File: src/rtl/cdv_pkg.sv
`timescale 1ns/1ps
package cdv_pkg;

  // Counter bits a bank needs: its largest exponent.
  function automatic int tap_bits(int sel_w, int base);
    int top_exp;
    top_exp = base + (1 << sel_w) - 1;
    return (top_exp < 1) ? 1 : top_exp;
  endfunction

  // Shared chain width: the widest of the two banks.
  function automatic int chain_bits(int sel_w, int base_a, int base_b);
    int wa;
    int wb;
    wa = tap_bits(sel_w, base_a);
    wb = tap_bits(sel_w, base_b);
    return (wa > wb) ? wa : wb;
  endfunction

endpackage

File: src/rtl/cdv_run_sampler.sv
`timescale 1ns/1ps
// Enable register on the falling edge: its output only moves while clk is low.
module cdv_run_sampler (
  input  logic clk,
  input  logic rst,
  input  logic en_n,
  output logic run
);
  always_ff @(negedge clk) begin
    if (rst) run <= 1'b0;
    else     run <= ~en_n;
  end
endmodule

File: src/rtl/cdv_chain.sv
`timescale 1ns/1ps
// Shared up-counter that every bank taps.
module cdv_chain #(
  parameter int CNT_W = 4
) (
  input  logic             clk,
  input  logic             rst,
  input  logic             adv,
  output logic [CNT_W-1:0] cnt,
  output logic             wrap
);
  always_ff @(posedge clk) begin
    if (rst)      cnt <= '0;
    else if (adv) cnt <= cnt + 1'b1;
  end

  assign wrap = &cnt;
endmodule

File: src/rtl/cdv_bank.sv
`timescale 1ns/1ps
// One output bank: picks a counter tap by exponent BASE + sel.
module cdv_bank #(
  parameter int SEL_W = 2,
  parameter int BASE  = 0,
  parameter int TAP_W = cdv_pkg::tap_bits(SEL_W, BASE)
) (
  input  logic             clk,
  input  logic             rst,
  input  logic             run,
  input  logic             adv,
  input  logic             wrap,
  input  logic [TAP_W-1:0] cnt,
  input  logic [SEL_W-1:0] sel,
  output logic             q_out,
  output logic             hi
);
  localparam int NSEL = 1 << SEL_W;

  logic [SEL_W-1:0] sel_eff;
  logic             q_reg;
  logic [NSEL-1:0]  tap_hi;   // counter is in the first half of the period
  logic [NSEL-1:0]  tap_st;   // counter is at the start of the period

  generate
    for (genvar i = 0; i < NSEL; i++) begin : g_tap
      localparam int E = BASE + i;
      if (E == 0) begin : g_pass
        assign tap_hi[i] = 1'b0;
        assign tap_st[i] = 1'b0;
      end else begin : g_div
        assign tap_hi[i] = ~cnt[E-1];
        assign tap_st[i] = (cnt[E-1:0] == '0);
      end
    end
  endgenerate

  // Ratio is adopted only at the shared wrap.
  always_ff @(posedge clk) begin
    if (rst)              sel_eff <= sel;
    else if (adv && wrap) sel_eff <= sel;
  end

  // A high phase may only begin at a period start while running, and it
  // always runs to its natural end, so no pulse is shortened.
  always_ff @(posedge clk) begin
    if (rst)      q_reg <= 1'b0;
    else if (adv) q_reg <= (q_reg & tap_hi[sel_eff]) | (run & tap_st[sel_eff]);
  end

  assign hi = q_reg;

  generate
    if (BASE == 0) begin : g_bypass
      logic by1;
      assign by1   = (sel_eff == '0);
      assign q_out = by1 ? (clk & run) : q_reg;
    end else begin : g_nobypass
      assign q_out = q_reg;
    end
  endgenerate
endmodule

File: src/rtl/cdv_dual_divider.sv
`timescale 1ns/1ps
module cdv_dual_divider #(
  parameter int SEL_W  = 2,
  parameter int A_BASE = 0,
  parameter int B_BASE = 1
) (
  input  logic             clk_in,
  input  logic             rst,
  input  logic             en_n,
  input  logic [SEL_W-1:0] sel_a,
  input  logic [SEL_W-1:0] sel_b,
  output logic             out_a,
  output logic             out_b
);
  localparam int CNT_W = cdv_pkg::chain_bits(SEL_W, A_BASE, B_BASE);
  localparam int A_TAP = cdv_pkg::tap_bits(SEL_W, A_BASE);
  localparam int B_TAP = cdv_pkg::tap_bits(SEL_W, B_BASE);

  logic             run;
  logic             adv;
  logic             wrap;
  logic [CNT_W-1:0] cnt;
  logic             qa_hi;
  logic             qb_hi;

  cdv_run_sampler u_run (
    .clk (clk_in),
    .rst (rst),
    .en_n(en_n),
    .run (run)
  );

  // Keep counting while enabled or while a bank is still finishing a high phase.
  assign adv = run | qa_hi | qb_hi;

  cdv_chain #(.CNT_W(CNT_W)) u_chain (
    .clk (clk_in),
    .rst (rst),
    .adv (adv),
    .cnt (cnt),
    .wrap(wrap)
  );

  cdv_bank #(.SEL_W(SEL_W), .BASE(A_BASE), .TAP_W(A_TAP)) u_bank_a (
    .clk  (clk_in),
    .rst  (rst),
    .run  (run),
    .adv  (adv),
    .wrap (wrap),
    .cnt  (cnt[A_TAP-1:0]),
    .sel  (sel_a),
    .q_out(out_a),
    .hi   (qa_hi)
  );

  cdv_bank #(.SEL_W(SEL_W), .BASE(B_BASE), .TAP_W(B_TAP)) u_bank_b (
    .clk  (clk_in),
    .rst  (rst),
    .run  (run),
    .adv  (adv),
    .wrap (wrap),
    .cnt  (cnt[B_TAP-1:0]),
    .sel  (sel_b),
    .q_out(out_b),
    .hi   (qb_hi)
  );
endmodule

File: config.mk
export PLATFORM = sky130hd
export DESIGN_NAME = cdv_dual_divider
export DESIGN_NICKNAME = d
export VERILOG_FILES = /design/src/rtl/cdv_pkg.sv /design/src/rtl/cdv_run_sampler.sv /design/src/rtl/cdv_chain.sv /design/src/rtl/cdv_bank.sv /design/src/rtl/cdv_dual_divider.sv
export SDC_FILE = /design/constraint.sdc
export NUM_CORES = 1
export LEC_CHECK = 0
export ABC_AREA = 1
export BUFFER_PORTS_ARGS = -buffer_cell sky130_fd_sc_hd__buf_2
export CAP_MARGIN = 20
export CELL_PAD_IN_SITES_DETAIL_PLACEMENT = 2
export CELL_PAD_IN_SITES_GLOBAL_PLACEMENT = 2
export CORE_ASPECT_RATIO = 1.1
export CORE_UTILIZATION = 29
export CTS_CLUSTER_SIZE = 40
export DETAILED_ROUTE_END_ITERATION = 10
export PLACE_DENSITY = 0.73
export SYNTH_ARGS = -nofsm -noshare
export SYNTH_HDL_FRONTEND = slang
export SYNTH_SLANG_ARGS = --single-unit
File: constraint.sdc
create_clock -name clk_in -period 1.75 [get_ports clk_in]
set_clock_uncertainty 0.05 [all_clocks]
set_input_delay 0.35 -clock clk_in [delete_from_list [all_inputs] [get_ports clk_in]]
set_output_delay 0.35 -clock clk_in [all_outputs]
set_load 0.005 [all_outputs]
==> flow_summary.toml, run 1 <==
[run_status]
status = "complete, but fails checks"
failed_checks = "setup timing"

[floorplan]
chipHeight_um = 48.5
core_area_um2 = 1820
pin_count = 9
die_x_um = 44.3
rows = 16
start_util = 0.313
dieArea_um2 = 2150

[synthesis]
synth_compound_area_frac = 0.121
synth_edf_count = 4
ys_seq_elements = 11
synth_cells = 74
synth_top_family_by_area = "simple AND/OR/NAND/NOR gates"
ys_seq_area_frac = 0.456
synth.top_cell.area_share = 0.246
synthAdderAreaFrac = 0.0439
synth_xor_area_frac = 0
synthesis.area_um2 = 571
synth_area_leaders = "dfxtp_1 25%, edfxtp_1 21%, nand2_1 14%, inv_1 6.6%, a21oi_1 5.3%"
synthMuxAreaShare = 0
async_reset_ff_frac = 0
yosys_warnings = 0
synthSimpleGateAreaFrac = 0.300
syn_area_per_cell_um2 = 7.71
yosys.area.top_type = "dfxtp_1"
synth_ff_type = "dfxtp_1"
synth_cell_type_count = 18
synth_fp_nets = 83

[layout]
mostFrequentLayoutCells = "19 x nand2_1, 10 x inv_1, 8 x buf_2"
drive_above_1_share = 0.404
final_nets = 104
num_antenna_cells = 0
fin_area_um2 = 826
layout_commonest_cell = "nand2_1"
synthToLayoutAreaGrowth_pct = 44.7
postLayoutCoreUtil = 0.453

[placed_design]
placed_area_um2 = 707
gp_congestion = 0.776
dp_hpwl_um = 1140
portBuffers = 8

[flow_run]
cap_violations = 0

[setup_path]
critical_path.max_fanout = 2
startpoint = "u_run.run"
cpPeakStageDelay_ns = 0.33
reg2reg_to = "u_bank_a.sel_eff[0]"
endpoint = "out_a"
cp-end-kind = "primary output"
path_cells = "nand2_2, o31ai_2, buf_2"
worstPathArrival_ns = 2.00
rr_startpoint = "u_run.run"
critical_path.slowest_cell = "dfxtp_4"
r2r_setup_slack_ns = -0.39
cp.required_ns = 1.35
r2r_cells = 5
worstSetupPathType = "flip-flop to primary output"
critPathLaunchType = "flip-flop"

[min_path]
hold_path_class = "input pin to flip-flop"

[pwr]
p_leak_nw = 0.369
design_power_total_mw = 0.756
powerDensity_nw_per_um2 = 916
peakVddDrop_mv = 0.520

[grt]
antenna_found_initial = 0
grt_overflow = 0
grt.total_usage = 0.205
grt_pass1_wl_um = 2950
grt_pass1_vias = 647
grt_max_degree = 7

[timing]
tightest_slew_ns = 0.249
drv_slew = 0
finalSetupViolCount = 12
finalHoldViolCount = 0
layout_setup_ws_ns = -0.649
rsz0062_at_grt = "true"
hold_slack_ns = 0.0955
slew_headroom = 0.834
fin_setup_tns_ns = -3.81

[detailed_routing]
vias_per_cell = 4.46
antenna_left = 0
num_vias = 540
drtPass1Iterations = 4
postRouteWirelength_um = 1670
drc = 0
drt-initial-drc-count = 2
wl_per_cell_um = 13.8

[clocking]
clk_latency_ns = 0.44
cts.reportedPaths.clkPinSlew_ns = 0.08
cts_tree = "yes"
## worst min path at each step
stage	cells after the start	from	end
after detailed placement	1	u_chain.cnt[0]	u_chain.cnt[0]
final	1	sel_a[1]	u_bank_a.sel_eff[1]
after CTS	1	sel_a[1]	u_bank_a.sel_eff[1]
after global placement	1	u_chain.cnt[0]	u_chain.cnt[0]
after floorplan	1	rst	u_chain.cnt[1]
after global routing	1	sel_b[0]	u_bank_b.sel_eff[0]
## through the flow
stage / setup WS [ns] / instances
floorplan: -0.216 / 74
global placement: -0.204 / 113
detailed placement: -0.209 / 113
CTS: -0.681 / 121
global route: -0.716 / 121
finish: -0.649 / 121
## cells in the mapped netlist, types with 2 or more instances
master,count
inv_1,10
ha_1,2
nor2_2,2
o21ai_1,3
a21oi_1,6
nand2_1,22
nand3_2,2
nand3_1,4
dfxtp_1,7
nor2_1,5
edfxtp_1,4
## routing by layer
metal	vias up	share of wire	GRT usage
met5	-	0	0
met4	0	0.023	0.167
met3	4	0.022	0.0709
met2	8	0.53	0.297
met1	252	0.43	0.235
li1	276	-	-
## power breakdown
group / switching, mW / internal (mW)
sequential: 0.0148 / 0.277
combinational: 0.0557 / 0.0427
clock: 0.126 / 0.241
## layout make-up
type                       count  area, um^2
multi-input combinational     51         335
clock inverter                 2        21.3
clock buffer                   7        50.0
sequential                    11         264
inverter                      11        41.3
timing repair buffer          12        80.1
tap                           27        33.8
fill                         206         996
## cell families (layout without fill, tap and decap cells)
family / Yosys count / count (layout)
buf+inv: 12 / 32
simple gates: 37 / 37
flops: 11 / 11
fa+ha+maj: 2 / 2
compound gates: 12 / 12
## worst max-delay path, delay by kind of cell (launching register included)
kind / cells / cell delay [ns]
AOI/OAI and AO/OA: 1 / 0.16
and+or+nand+nor: 1 / 0.04
DFF: 1 / 0.33
buffers and inverters: 1 / 0.14
## sequential cells by signal, indices dropped and copies added, names as in the netlist
| name | count |
|---|---|
| u_chain.cnt | 4 |
| u_bank_a.hi | 1 |
| u_bank_b.hi | 1 |
| u_run.run | 1 |
| u_bank_b.sel_eff | 2 |
| u_bank_a.sel_eff | 2 |
## what timing repair did
action	in CTS	in global routing
gates resized for setup	7	5
hold endpoints to repair	0	0
setup endpoints to repair	12	12
setup buffers	1	1
hold buffers	0	0
pin swaps	2	2
No activity file was read; power rests on OpenSTA's default activity.
==> inputs of run 2 (changes only) <==
PLACE_DENSITY = default   (was 0.73)
PLACE_DENSITY_LB_ADDON = 0.1   (was default)
==> flow_summary.toml, run 2 (synthesis results as in run 1) <==
[placed_design]
dp_hpwl_um = 1130
gp_congestion = 0.706
place_ws_ns = -0.210
dp_cells = 112
portBuffers = 8

[grt]
grt_pass1_wl_um = 2550
use_met3 = 0.0672
globalRouteMet1Util = 0.204
antenna_found_initial = 0
grt_use_met2 = 0.230
grt_pass1_vias = 584
grt.total_usage = 0.178
busiest_layer = "met2"
grt_max_degree = 9
grt_overflow = 0

[setup_path]
endpoint = "out_a"
cp.required_ns = 1.35
startpoint = "u_run.run"
rr_startpoint = "u_run.run"
cp-end-kind = "primary output"
critical_path.max_fanout = 2
reg2reg_to = "u_bank_b.sel_eff[0]"
r2r_cells = 5
worstPathArrival_ns = 2.00
r2r_setup_slack_ns = -0.39
critPathLaunchType = "flip-flop"
worstSetupPathType = "flip-flop to primary output"

[clocking]
cts_tree = "yes"
clk_latency_ns = 0.45
cts-hold-fix-buffers = 0
cts.reportedPaths.clkPinSlew_ns = 0.07

[timing]
finalHoldViolCount = 0
fin_setup_tns_ns = -3.92
rsz0062_at_grt = "true"
drv_slew = 0
layout_setup_ws_ns = -0.653
tightest_slew_ns = 0.356
slew_headroom = 0.762
finalSetupViolCount = 12

[layout]
layout_commonest_cell = "nand2_1"
largest_reg_flops = 4
fin_cells = 120
final_nets = 103
fillers = 207
mostFrequentLayoutCells = "19 x nand2_1, 10 x inv_1, 8 x buf_2"
drive_above_1_share = 0.419
top_register = "u_chain.cnt"
postLayoutCoreUtil = 0.447
reg_top3 = "u_chain.cnt (4), u_bank_a.sel_eff (2), u_bank_b.sel_eff (2)"
num_antenna_cells = 0
synthToLayoutAreaGrowth_pct = 42.8

[flow_run]
cap_violations = 0

[floorplan]
chipHeight_um = 48.5
start_util = 0.313
dieArea_um2 = 2150
core_area_um2 = 1820
die_x_um = 44.3
pin_count = 9
rows = 16

[detailed_routing]
drt-initial-drc-count = 3
antenna_left = 0
drc = 0
drtPass1Iterations = 3
vias_per_cell = 4.60
wl_per_cell_um = 12.4
postRouteWirelength_um = 1490
num_vias = 552

[pwr]
p_leak_nw = 0.354
peakVddDrop_mv = 0.419
powerDensity_nw_per_um2 = 845

[run_status]
status = "complete, but fails checks"
failed_checks = "setup timing"

[min_path]
whs_path_depth = 1
hold_path_class = "input pin to flip-flop"
## run 2: cell types whose count changed in the layout (fill, tap and decap cells not counted), sizes merged
cell	before	now
clkbuf	6	7
bufinv	1	0
buf	13	12
## run 2: layer usage
layer  wire [um]  part of all wire
met3          58             0.039
met2         726              0.49
met1         635              0.43
met5           0                 0
met4          69             0.046
## run 2: area by class of cell
| type | count | area [um^2] | share of cell area |
|---|---|---|---|
| flip-flops and latches | 11 | 264 | 0.324 |
| clock inverters | 1 | 3.75 | 0.00461 |
| repair buffers | 11 | 76.3 | 0.0937 |
| inverters | 11 | 41.3 | 0.0507 |
| well taps | 27 | 33.8 | 0.0415 |
| multi-input cells | 51 | 342 | 0.419 |
| clock buffers | 8 | 53.8 | 0.0661 |
## run 2: power by group
| part | internal, mW | switching [mW] | leakage, nW |
|---|---|---|---|
| combinational | 0.0402 | 0.0491 | 0.212 |
| clock | 0.173 | 0.132 | 0.0457 |
| sequential | 0.277 | 0.0167 | 0.0968 |
## run 2: per-stage QoR
step / hold WS [ns] / instance area [um^2] / power [mW]
after floorplan: 0.369 / 603 / 0.353
after global placement: 0.462 / 699 / 0.383
after detailed placement: 0.465 / 699 / 0.386
after CTS: 0.0729 / 811 / 0.713
after global routing: 0.0692 / 815 / 0.731
final: 0.0915 / 815 / 0.688
## run 2: timing repair
action	in CTS	in global routing
endpoints found under the setup margin	12	12
resized for setup	12	4
setup buffers	2	0
pin swaps	4	3
cloned	0	0
## run 2: worst min path at each step
stage	startpoint	endpoint
after floorplan	rst	u_chain.cnt[1]
after global placement	u_bank_a.hi	u_bank_a.hi
after detailed placement	u_bank_a.hi	u_bank_a.hi
after CTS	sel_b[0]	u_bank_b.sel_eff[0]
after global routing	sel_a[0]	u_bank_a.sel_eff[0]
final	sel_b[0]	u_bank_b.sel_eff[0]
## run 2: worst max-delay path, cell delays in order (launching register included)
cell,delay [ns]
dfxtp_4,0.34
nand2_2,0.04
o31ai_2,0.15
buf_2,0.14
